==> config.mk <==
export PLATFORM = sky130hd
export DESIGN_NAME = mapper_readback_gate
export DESIGN_NICKNAME = d
export VERILOG_FILES = /design/src/rtl/mrg_pkg.sv /design/src/rtl/mrg_page_file.sv /design/src/rtl/mrg_ctrl.sv /design/src/rtl/mapper_readback_gate.sv
export SDC_FILE = /design/constraint.sdc
export NUM_CORES = 1
export LEC_CHECK = 0
export ABC_AREA = 1
export BUFFER_PORTS_ARGS = -buffer_cell sky130_fd_sc_hd__buf_4
export CAP_MARGIN = 20
export CORE_UTILIZATION = 49
export CTS_BUF_LIST = sky130_fd_sc_hd__clkbuf_16
export DETAILED_ROUTE_END_ITERATION = 7
export GPL_ROUTABILITY_DRIVEN = 0
export PLACE_DENSITY = 0.75
export SYNTH_ARGS = -nofsm -noshare
export SYNTH_HDL_FRONTEND = slang
export SYNTH_SLANG_ARGS = --single-unit
==> constraint.sdc <==
create_clock -name clk -period 1.13 [get_ports clk]
set_input_delay 0.0565 -clock clk [delete_from_list [all_inputs] [get_ports clk]]
set_output_delay 0.0565 -clock clk [all_outputs]
set_load 0.02 [all_outputs]
==> src/rtl/mrg_pkg.sv <==
package mrg_pkg;
  typedef enum logic [1:0] {
    MODE_OFF  = 2'd0,
    MODE_ON   = 2'd1,
    MODE_AUTO = 2'd2
  } mode_e;
endpackage

==> src/rtl/mrg_page_file.sv <==
module mrg_page_file #(
  parameter int NUM_PAGES = 4,
  parameter int DATA_W    = 8,
  localparam int SEL_W    = (NUM_PAGES > 1) ? $clog2(NUM_PAGES) : 1
) (
  input  logic                              clk,
  input  logic                              rst_n,
  input  logic                              wr_en,
  input  logic [SEL_W-1:0]                  sel,
  input  logic [DATA_W-1:0]                 wdata,
  output logic [NUM_PAGES-1:0][DATA_W-1:0]  pages_q
);
  for (genvar g = 0; g < NUM_PAGES; g++) begin : g_page
    always_ff @(posedge clk) begin
      if (!rst_n)
        pages_q[g] <= '0;
      else if (wr_en && (sel == SEL_W'(g)))
        pages_q[g] <= wdata;
    end
  end


  page_store_chk: assert property (@(posedge clk) disable iff (!rst_n)
    wr_en |=> pages_q[$past(sel)] == $past(wdata));
endmodule

==> src/rtl/mrg_ctrl.sv <==
module mrg_ctrl
  import mrg_pkg::*;
(
  input  logic       clk,
  input  logic       rst_n,
  input  logic       mode_wr,
  input  logic [1:0] mode_wdata,
  input  logic       probe_wr,
  input  logic       probe_wdata,
  output mode_e      mode_q,
  output logic       peer_seen_q,
  output logic       gate_open
);
  logic mode_legal;
  assign mode_legal = (mode_wdata != 2'd3);

  always_ff @(posedge clk) begin
    if (!rst_n) begin
      mode_q      <= MODE_AUTO;
      peer_seen_q <= 1'b1;
    end else begin
      if (mode_wr && mode_legal) mode_q <= mode_e'(mode_wdata);
      if (probe_wr)              peer_seen_q <= probe_wdata;
    end
  end

  always_comb begin
    unique case (mode_q)
      MODE_ON:   gate_open = 1'b1;
      MODE_AUTO: gate_open = !peer_seen_q;
      default:   gate_open = 1'b0;
    endcase
  end


  mode_load_chk: assert property (@(posedge clk) disable iff (!rst_n)
    (mode_wr && mode_wdata != 2'd3) |=> mode_q == $past(mode_wdata));

  mode_reserved_chk: assert property (@(posedge clk) disable iff (!rst_n)
    (mode_wr && mode_wdata == 2'd3) |=> $stable(mode_q));

  probe_load_chk: assert property (@(posedge clk) disable iff (!rst_n)
    probe_wr |=> peer_seen_q == $past(probe_wdata));
endmodule

==> src/rtl/mapper_readback_gate.sv <==
module mapper_readback_gate
  import mrg_pkg::*;
#(
  parameter int              ADDR_W    = 8,
  parameter int              DATA_W    = 8,
  parameter int              NUM_PAGES = 4,
  parameter logic [ADDR_W-1:0] BASE_ADDR = 8'hFC
) (
  input  logic              clk,
  input  logic              rst_n,
  input  logic [ADDR_W-1:0] io_addr,
  input  logic [DATA_W-1:0] io_wdata,
  input  logic              io_wr,
  input  logic              io_rd,
  input  logic              mode_wr,
  input  logic [1:0]        mode_wdata,
  input  logic              probe_wr,
  input  logic              probe_wdata,
  output logic [DATA_W-1:0] rd_data,
  output logic              drive_en
);
  localparam int SEL_W = (NUM_PAGES > 1) ? $clog2(NUM_PAGES) : 1;

  logic [NUM_PAGES-1:0][DATA_W-1:0] pages;
  logic [SEL_W-1:0] sel;
  logic             hit;
  mode_e            mode;
  logic             peer_seen;
  logic             gate_open;

  assign sel = io_addr[SEL_W-1:0];
  assign hit = (io_addr[ADDR_W-1:SEL_W] == BASE_ADDR[ADDR_W-1:SEL_W]);

  mrg_page_file #(.NUM_PAGES(NUM_PAGES), .DATA_W(DATA_W)) u_pages (
    .clk     (clk),
    .rst_n   (rst_n),
    .wr_en   (io_wr && hit),
    .sel     (sel),
    .wdata   (io_wdata),
    .pages_q (pages)
  );

  mrg_ctrl u_ctrl (
    .clk         (clk),
    .rst_n       (rst_n),
    .mode_wr     (mode_wr),
    .mode_wdata  (mode_wdata),
    .probe_wr    (probe_wr),
    .probe_wdata (probe_wdata),
    .mode_q      (mode),
    .peer_seen_q (peer_seen),
    .gate_open   (gate_open)
  );

  assign drive_en = io_rd && hit && gate_open;
  assign rd_data  = drive_en ? pages[sel] : '0;


  off_silent_chk: assert property (@(posedge clk) disable iff (!rst_n)
    (mode == MODE_OFF) |-> !drive_en);

  on_answers_chk: assert property (@(posedge clk) disable iff (!rst_n)
    (mode == MODE_ON && io_rd && hit) |-> drive_en);

  auto_peer_chk: assert property (@(posedge clk) disable iff (!rst_n)
    (mode == MODE_AUTO && peer_seen) |-> !drive_en);

  release_zero_chk: assert property (@(posedge clk) disable iff (!rst_n)
    !drive_en |-> rd_data == '0);

  strobe_gate_chk: assert property (@(posedge clk) disable iff (!rst_n)
    !io_rd |-> !drive_en);
endmodule

# Yosys cells after proc, flatten, opt, wreduce, memory -nomap -nowiden
# Index checks and enable logic that the tools add are counted.
# word_totals
out_inout_bits	9
elab_cells	28
reg_bits	35
inputBits	25
# classes
order_cmp	1
n_eq_ne	7
mux	4
reduce_logical	10
# ops
cell	count
$bmux W8 S2	1
$mux W8	2
$logic_and A1 B1 Y1	8
$eq A2 B2 Y1 const B	3
$eq A6 B6 Y1 const B	1
$eq A2 B1 Y1 const B	2
$lt A2 B3 Y1 const B	1
$logic_not A2 Y1	1
$ne A2 B2 Y1 const B	1
$pmux W1 S2	1
$logic_not A1 Y1	1

# Logic depth before layout (Yosys ltp)
# Gate-level depths: netlist of run 1.
# depth
ltp_word	4
ltp_mapped	7
ltp_nobuf	6

# Modules after synthesis
# From an unflattened synthesis of run 1, not the netlist that was laid out.
# hier_totals
hier_cells	334
hier_area_um2	2014.4
# modules_own_cells
mod	area_each_um2	cells_each	instances	seq_area_each_um2
mrg_page_file	1395.1	207	1	640.6
mapper_readback_gate	457.9	104	1	0.0
mrg_ctrl	161.4	23	1	60.1

# Least setup slack after synthesis of run 1
# No wires, ideal clock.
# synth_timing
path_kind	register to output
from	reg u_ctrl.mode_q[0]
to	out rd_data[0]
path_slack_ns	-0.209
required_time_ns	1.074
stages_incl_launch_ff	6
path_buffers	0
t_arrival_ns	1.283
path_cell_list	dfxtp_1 inv_1 ha_1 nor2_1 nand3_1 nor2_1
# synth_between
elab_chain_cells	4
elab_cells_between_ends	5
cone_classes	2 x eq/ne; 2 x mux; 1 x reduce/logical
# synth_lines
element	line	source
start, declared	mrg_ctrl.sv:10	output mode_e mode_q,
start signal, assigned	mrg_ctrl.sv:22	if (mode_wr && mode_legal) mode_q <= mode_e'(mode_wdata);
$eq A2 B2 Y1 / $eq A2 B1 Y1 (equally long branches)	mrg_ctrl.sv:28	unique case (mode_q)
$pmux W1 S2 *	mrg_ctrl.sv:28	
$logic_and A1 B1 Y1 *	mapper_readback_gate.sv:55	assign drive_en = io_rd && hit && gate_open;
$mux W8 *	mapper_readback_gate.sv:56	assign rd_data = drive_en ? pages[sel] : '0;
end, declared	mapper_readback_gate.sv:19	output logic [DATA_W-1:0] rd_data,
# Every way passes the cells marked *; elsewhere a longest branch is shown, timed or not.

# Final worst setup path of run 1
# layout_timing
from	reg u_ctrl.mode_q[0]
to	out rd_data[5]
# Same word-level chain as after synthesis.

==> results of run 1 <==
==> cells in the final DEF (no fill, tap or decap), types with 5 or more instances in the layout <==
master     synthesis  final
inv_2              2      5
nor2_4             0      9
nor2_1            84     75
nand2_1           70     70
dfxtp_1           35     33
buf_6              4     10
clkbuf_16          0      5
inv_1             40     38
buf_4              2     29
o22ai_1           16     16
==> state kept, by name, summed over array words and instances (netlist names) <==
name	flops
u_pages.pages_q	32
u_ctrl.mode_q	2
u_ctrl.peer_seen_q	1
==> worst max path at each step <==
stage                           from         end  slack, ps  cells after the start
global route        u_ctrl.mode_q[0]  rd_data[4]       -470                      8
CTS                 u_ctrl.mode_q[0]  rd_data[4]       -410                      7
finish              u_ctrl.mode_q[0]  rd_data[5]       -400                      8
detailed placement  u_ctrl.mode_q[0]  rd_data[4]       -170                      7
floorplan           u_ctrl.mode_q[0]  rd_data[0]       -110                      5
global placement    u_ctrl.mode_q[0]  rd_data[4]       -160                      7
==> per-layer routing <==
metal  global-route usage, %  vias up  wire (um)
met3                    7.85        8        226
met2                    41.3       44       2080
li1                        -      907          -
met4                    11.6        0         69
met5                       0        -          0
met1                    25.6      762       1820
==> cell usage after synthesis (all sizes together) <==
| cell type | count | share of area, % |
|---|---|---|
| nor3 | 1 | 0.28 |
| o21ai | 1 | 0.28 |
| nand2 | 72 | 15 |
| nor2 | 87 | 19 |
| dfxtp | 35 | 39 |
| nand3 | 1 | 0.28 |
| nand4 | 4 | 4.2 |
| o22ai | 16 | 5.6 |
| buf | 7 | 3.6 |
| clkbuf | 1 | 0.76 |
| ha | 2 | 1.4 |
| o211ai | 2 | 0.83 |
| inv | 42 | 8.7 |
| a21oi | 2 | 0.56 |
==> cell families (layout without fill, tap and decap cells) <==
kind of cell / after synthesis / count (layout)
buf+inv: 50 / 94
simple gates: 165 / 165
fa+ha+maj: 2 / 2
compound gates: 21 / 21
flops: 35 / 35
==> timing repair <==
| item | in CTS | in global routing |
|---|---|---|
| endpoints found under the setup margin | 9 | 9 |
| endpoints found under the hold margin | 1 | 0 |
| buffers inserted | 1 | 1 |
| pin swaps | 4 | 4 |
| hold buffers | 2 | 0 |
| gates resized for setup | 17 | 2 |
==> critical path: stages, from the launching register on <==
cell     delay (ps)
dfxtp_2         340
buf_6           100
ha_4            130
a21oi_4          40
nor2_4          120
nand3_4         100
buf_12          160
nor2_4           90
buf_6           120
==> area by class of cell <==
class / count / area, sq um / area share (%)
clock inverter: 3 / 11.3 / 0.460
timing repair buffer: 44 / 410 / 16.8
clock buffer: 5 / 125 / 5.12
tap: 46 / 57.6 / 2.35
sequential: 35 / 703 / 28.7
multi-input combinational: 188 / 981 / 40.1
inverter: 42 / 158 / 6.44
==> stage by stage <==
| step | setup WS [ps] | area [sq um] |
|---|---|---|
| final | -397 | 2450 |
| after global routing | -469 | 2450 |
| after CTS | -405 | 2430 |
| after detailed placement | -173 | 2190 |
| after global placement | -158 | 2190 |
| after floorplan | -105 | 1880 |
==> power groups by stage <==
stage | Clock, W | Sequential (W) | Combinational [W]
after global placement | 0 | 0.00128 | 0.000211
after detailed placement | 0 | 0.00128 | 0.000213
after global routing | 0.00136 | 0.00125 | 0.000278
after floorplan | 0 | 0.00128 | 0.000102
final | 0.00127 | 0.00125 | 0.000258
after CTS | 0.00129 | 0.00125 | 0.000247
==> results.json, run 1 <==
{
  "cts-root-buf": "clkbuf_16",
  "worstPathMaxFanout": 4,
  "drive_gt1_share_pct": 24.0,
  "timing.rr.start": "u_ctrl.mode_q[0]",
  "yosysWarnings": 0,
  "fp.dieW_um": 62.6,
  "final_max_slew_viol_count": 0,
  "finalHoldViolCount": 0,
  "path_class": "reg -> out",
  "wire_per_inst_um": 11.5,
  "setup_slack_ps": -397,
  "hold_path_end": "u_ctrl.mode_q[1]",
  "area_delta_synth_final_pct": 35.8,
  "r2r-end": "u_ctrl.mode_q[0]",
  "maxCapViolCount": 0,
  "clock_power_share_pct": 45.6,
  "design.core.area_sq_mm": 0.00344,
  "outcome": "complete, but fails checks",
  "syn-cell-area_sq_mm": 0.00180,
  "r2r_slack_ps": 240,
  "synth_top_family_by_area": "simple AND/OR/NAND/NOR gates",
  "power_switching_w": 0.000625,
  "clock_skew_ps": 0,
  "ant_nets": 0,
  "grt_pass1_vias": 1655,
  "synth_compound_area_share_pct": 7.22,
  "layout.nets": 343,
  "fin_cells": 363,
  "fmaxAchievable_mhz": 655,
  "violations": "negative setup slack",
  "switching_share_pct": 22.5,
  "fin_setup_tns_ps": -3490,
  "io_pins": 34,
  "routed_wl_um": 4190,
  "hold_depth": 3,
  "cts_tree": "built",
  "n_antenna_cell": 0,
  "vias": 1721,
  "die_y_um": 62.6,
  "r2r_cells": 4,
  "avgViaCountPerCell": 4.74,
  "cts_max_level": 2,
  "arrival_ps": 1470,
  "rsz0062_at_grt": "yes",
  "hp-start": "mode_wdata[1]",
  "synth_nets": 300,
  "cp.required_ps": 1070,
  "synth_xor_area_share_pct": 0,
  "cts_made_buffers": 5,
  "pwr-share-comb_pct": 9.3,
  "holdWs_ps": 7.47,
  "post-route-drc-count": 0,
  "fin_util_pct": 71.1,
  "synth_seq_area_share_pct": 38.9,
  "synthAdderAreaFrac_pct": 1.39,
  "ys_types": 21,
  "cts_num_sinks": 35,
  "avgSynthCellArea_sq_um": 6.60,
  "io_buffer_count": 33,
  "cts_buffer_depth": 2,
  "n_fill_cell": 298,
  "p_leak_nw": 1.25,
  "hp-class": "in -> reg",
  "synthCells": 273,
  "ys_ff_latch": 35,
  "peakVddDrop_v": 0.000833,
  "fp-row-count": 21,
  "p_per_area_mw_per_mm2": 1140,
  "layout_worst_path_cycle_share_pct": 135,
  "tightest_slew_ps": 367,
  "synth.area.mux_share_pct": 0,
  "start_util_pct": 52.3,
  "dpl.cell_count": 351,
  "p_int_w": 0.00215,
  "dr.pass1.iters": 4,
  "grt_max_degree": 36,
  "worst_setup_path_start_kind": "flip-flop",
  "clk_latency_ps": 270,
  "relSlewSlack_pct": 75.5,
  "grt_pass1_wl_um": 7100,
  "fin_crit_ps": 1530,
  "synth-simple-area-share_pct": 39.4,
  "drtIter0Drc": 90,
  "setup_viol": 9,
  "grt.overflow.total": 0,
  "dieArea_sq_mm": 0.00392,
  "power.total_w": 0.00278,
  "clk_pin_slew_ps": 50,
  "grt_usage_pct": 23.7,
  "antenna_found_initial": 0,
  "cp-end-kind": "output pin",
  "seq_power_share_pct": 45.1,
  "place_hpwl_um": 2640
}
Power figures use the tool's default switching activity.
==> run 2, diff against run 1 <==
- CORE_UTILIZATION: 49 -> 50
- SYNTH_HIERARCHICAL: default -> 1
==> run 2 against run 1 <==
Net effect:
- the run still ends with negative setup slack left
- core utilization hardly changed
- power is 2.7% higher
- synthesized area is 12% higher
==> results.json, run 2 <==
{
  "outcome": "complete, but fails checks",
  "violations": "negative setup slack",
  "slowest_delay_ps": 350,
  "fin_setup_tns_ps": -4390,
  "switching_share_pct": 23.7,
  "seq_power_share_pct": 44.0,
  "grt_use_met3_pct": 7.12,
  "arrival_ps": 1580,
  "cts_tree": "built",
  "cts_max_level": 2,
  "ant_nets": 0,
  "rsz0062_at_grt": "yes",
  "worstPathMaxFanout": 6,
  "drive_gt1_share_pct": 21.8,
  "grt.overflow.total": 0,
  "holdWs_ps": 17.5,
  "post-place-ws_ps": -350,
  "cts-root-buf": "clkbuf_16",
  "layout_worst_path_cycle_share_pct": 145,
  "fmaxAchievable_mhz": 611,
  "path_delay_family": "buffers and inverters",
  "crit_buf_inv": 4,
  "clk_latency_ps": 270,
  "grt_pass1_wl_um": 7840,
  "io_buffer_count": 33,
  "clock_skew_ps": 0,
  "grt_pass1_vias": 1884,
  "synthTopCellsByArea": "dfxtp_1 (35%), nand2_1 (18%), inv_1 (14%)",
  "yosys.cell_count.top_type": "nand2_1",
  "io_pins": 34,
  "cts_num_sinks": 35,
  "avgSynthCellArea_sq_um": 6.03,
  "syn-cell-area_sq_mm": 0.00201,
  "dr.pass1.iters": 4,
  "p_int_w": 0.00218,
  "place_hpwl_um": 3020,
  "crit_chain": "buf_6 > ha_4 > a21oi_2 > nor2_4 > nand2_2 > inv_2 > nand3_4 > buf_12 > a21oi_4 > buf_6",
  "cp.required_ps": 1070,
  "synthArstFlopShare_pct": 0,
  "worst_setup_path_start_kind": "flip-flop",
  "hp-class": "in -> reg",
  "post-route-drc-count": 0,
  "avgViaCountPerCell": 4.75,
  "clk_pin_slew_ps": 50,
  "cp-end-kind": "output pin",
  "fp-row-count": 22,
  "dieArea_sq_mm": 0.00429,
  "synth_edf_count": 0,
  "synthCells": 334,
  "cts_buffer_depth": 2,
  "final_cell_mix": "nand2_1 (95), inv_1 (71), nor2_1 (58)",
  "grt_util_met2_pct": 43.2,
  "setup_slack_ps": -506,
  "path_common_cell": "buf_6",
  "n_antenna_cell": 0,
  "area_delta_synth_final_pct": 33.0,
  "fp.dieW_um": 65.5,
  "top_regs": "u_pages/pages_q x32, u_ctrl/mode_q x2, u_ctrl/peer_seen_q x1",
  "clock_power_share_pct": 44.9,
  "path_class": "reg -> out",
  "die_y_um": 65.5,
  "finalHoldViolCount": 0,
  "synth_nets": 361,
  "maxCapViolCount": 0,
  "relSlewSlack_pct": 75.1,
  "synth_common_cells": "nand2_1 (96), inv_1 (73), nor2_1 (59), dfxtp_1 (35), nand3_1 (27)",
  "grt_usage_pct": 24.2,
  "setup_viol": 9,
  "grt-busiest-layer": "met2",
  "synthFlopType": "dfxtp_1",
  "p_leak_nw": 1.36,
  "pwr-share-comb_pct": 11.1,
  "fin_util_pct": 71.0,
  "antenna_found_initial": 0,
  "power_switching_w": 0.000677,
  "regMostFlops": "u_pages/pages_q",
  "p_per_area_mw_per_mm2": 1070,
  "critPathSlowestCell": "dfxtp_2",
  "ys_types": 17,
  "yosys.area.top_type": "dfxtp_1",
  "layout.nets": 403,
  "vias": 2018,
  "fin_cells": 425,
  "yosysWarnings": 6,
  "fin_crit_ps": 1640,
  "netlist.area_leader.share_pct": 34.8,
  "routed_wl_um": 4700,
  "drtIter0Drc": 127,
  "final_max_slew_viol_count": 0,
  "wire_per_inst_um": 11.1,
  "tightest_slew_ps": 374,
  "final_common_cell": "nand2_1",
  "grt_max_degree": 36,
  "synth_seq_area_share_pct": 34.8,
  "start_util_pct": 53.4,
  "dpl.cell_count": 413,
  "grt_use_met1_pct": 28.1,
  "ys_ff_latch": 35,
  "largest_reg_flops": 32,
  "cts_made_buffers": 5,
  "peakVddDrop_v": 0.000808,
  "design.core.area_sq_mm": 0.00377
}
run 2: changes by cell type after synthesis, moves of 2 or more:
cell and change:
inv_1 +33, clkbuf_1 +2, buf_2 +3, nand2_1 +26, o22ai_1 -16, a21oi_1 +16, nand4_4 -3, nand3_4 +3
buf_4 -2, buf_6 +3, nand3_1 +26, nor2_1 -25
run 2: what timing repair did:
item                                    4_1_cts  5_1_grt
endpoints found under the setup margin        9        9
pin swaps                                     4        4
hold buffers                                  1        0
resized for setup                            17        5
setup buffers                                 3        0
hold endpoints to repair                      1        0
run 2: worst paths after layout:
kind	from	endpoint	slack, ps	cells after the start
worst max-delay path	u_ctrl/mode_q[0]	rd_data[2]	-510	10
worst min register to register	u_pages/pages_q[5]	u_pages/pages_q[5]	480	2
worst min-delay path	probe_wr	u_ctrl/peer_seen_q	20	2
worst max register to register	u_ctrl/peer_seen_q	u_ctrl/peer_seen_q	410	3
run 2: power by group through the flow:
stage               Combinational [W]  Clock (W)  Sequential [W]
floorplan                    0.000161          0         0.00128
CTS                          0.000305    0.00131         0.00125
global placement             0.000285          0         0.00128
finish                       0.000318    0.00128         0.00125
global route                 0.000352    0.00137         0.00125
detailed placement           0.000288          0         0.00128
run 2: final cells by class:
cell class / count / area, sq um
inverter: 76 / 290
fill: 343 / 1090
tap: 48 / 60.1
sequential: 35 / 703
multi-input combinational: 210 / 1060
clock buffer: 5 / 125
timing repair buffer: 48 / 429
clock inverter: 3 / 12.5
run 2: cell families after synthesis:
logic type	after synthesis	synth area share, %
simple gates	189	39.4
buf+inv	89	19.7
flops	35	34.8
compound gates	19	4.85
fa+ha+maj	2	1.24
run 2: stage by stage:
step / power, W / area (sq um)
floorplan: 0.00144 / 2120
global placement: 0.00156 / 2410
detailed placement: 0.00157 / 2410
CTS: 0.00287 / 2670
global route: 0.00298 / 2680
finish: 0.00285 / 2680
run 2: worst reg2reg max path: stages (launching register included):
cell and delay [ps]:
dfxtp_1 300, inv_1 60, buf_4 130, o211ai_1 150
run 2: metal layers:
metal / part of all wire [%] / vias to the layer above
li1: - / 1056
met1: 44 / 905
met2: 50 / 53
met3: 5.1 / 4
met4: 0.77 / 0
met5: 0 / -
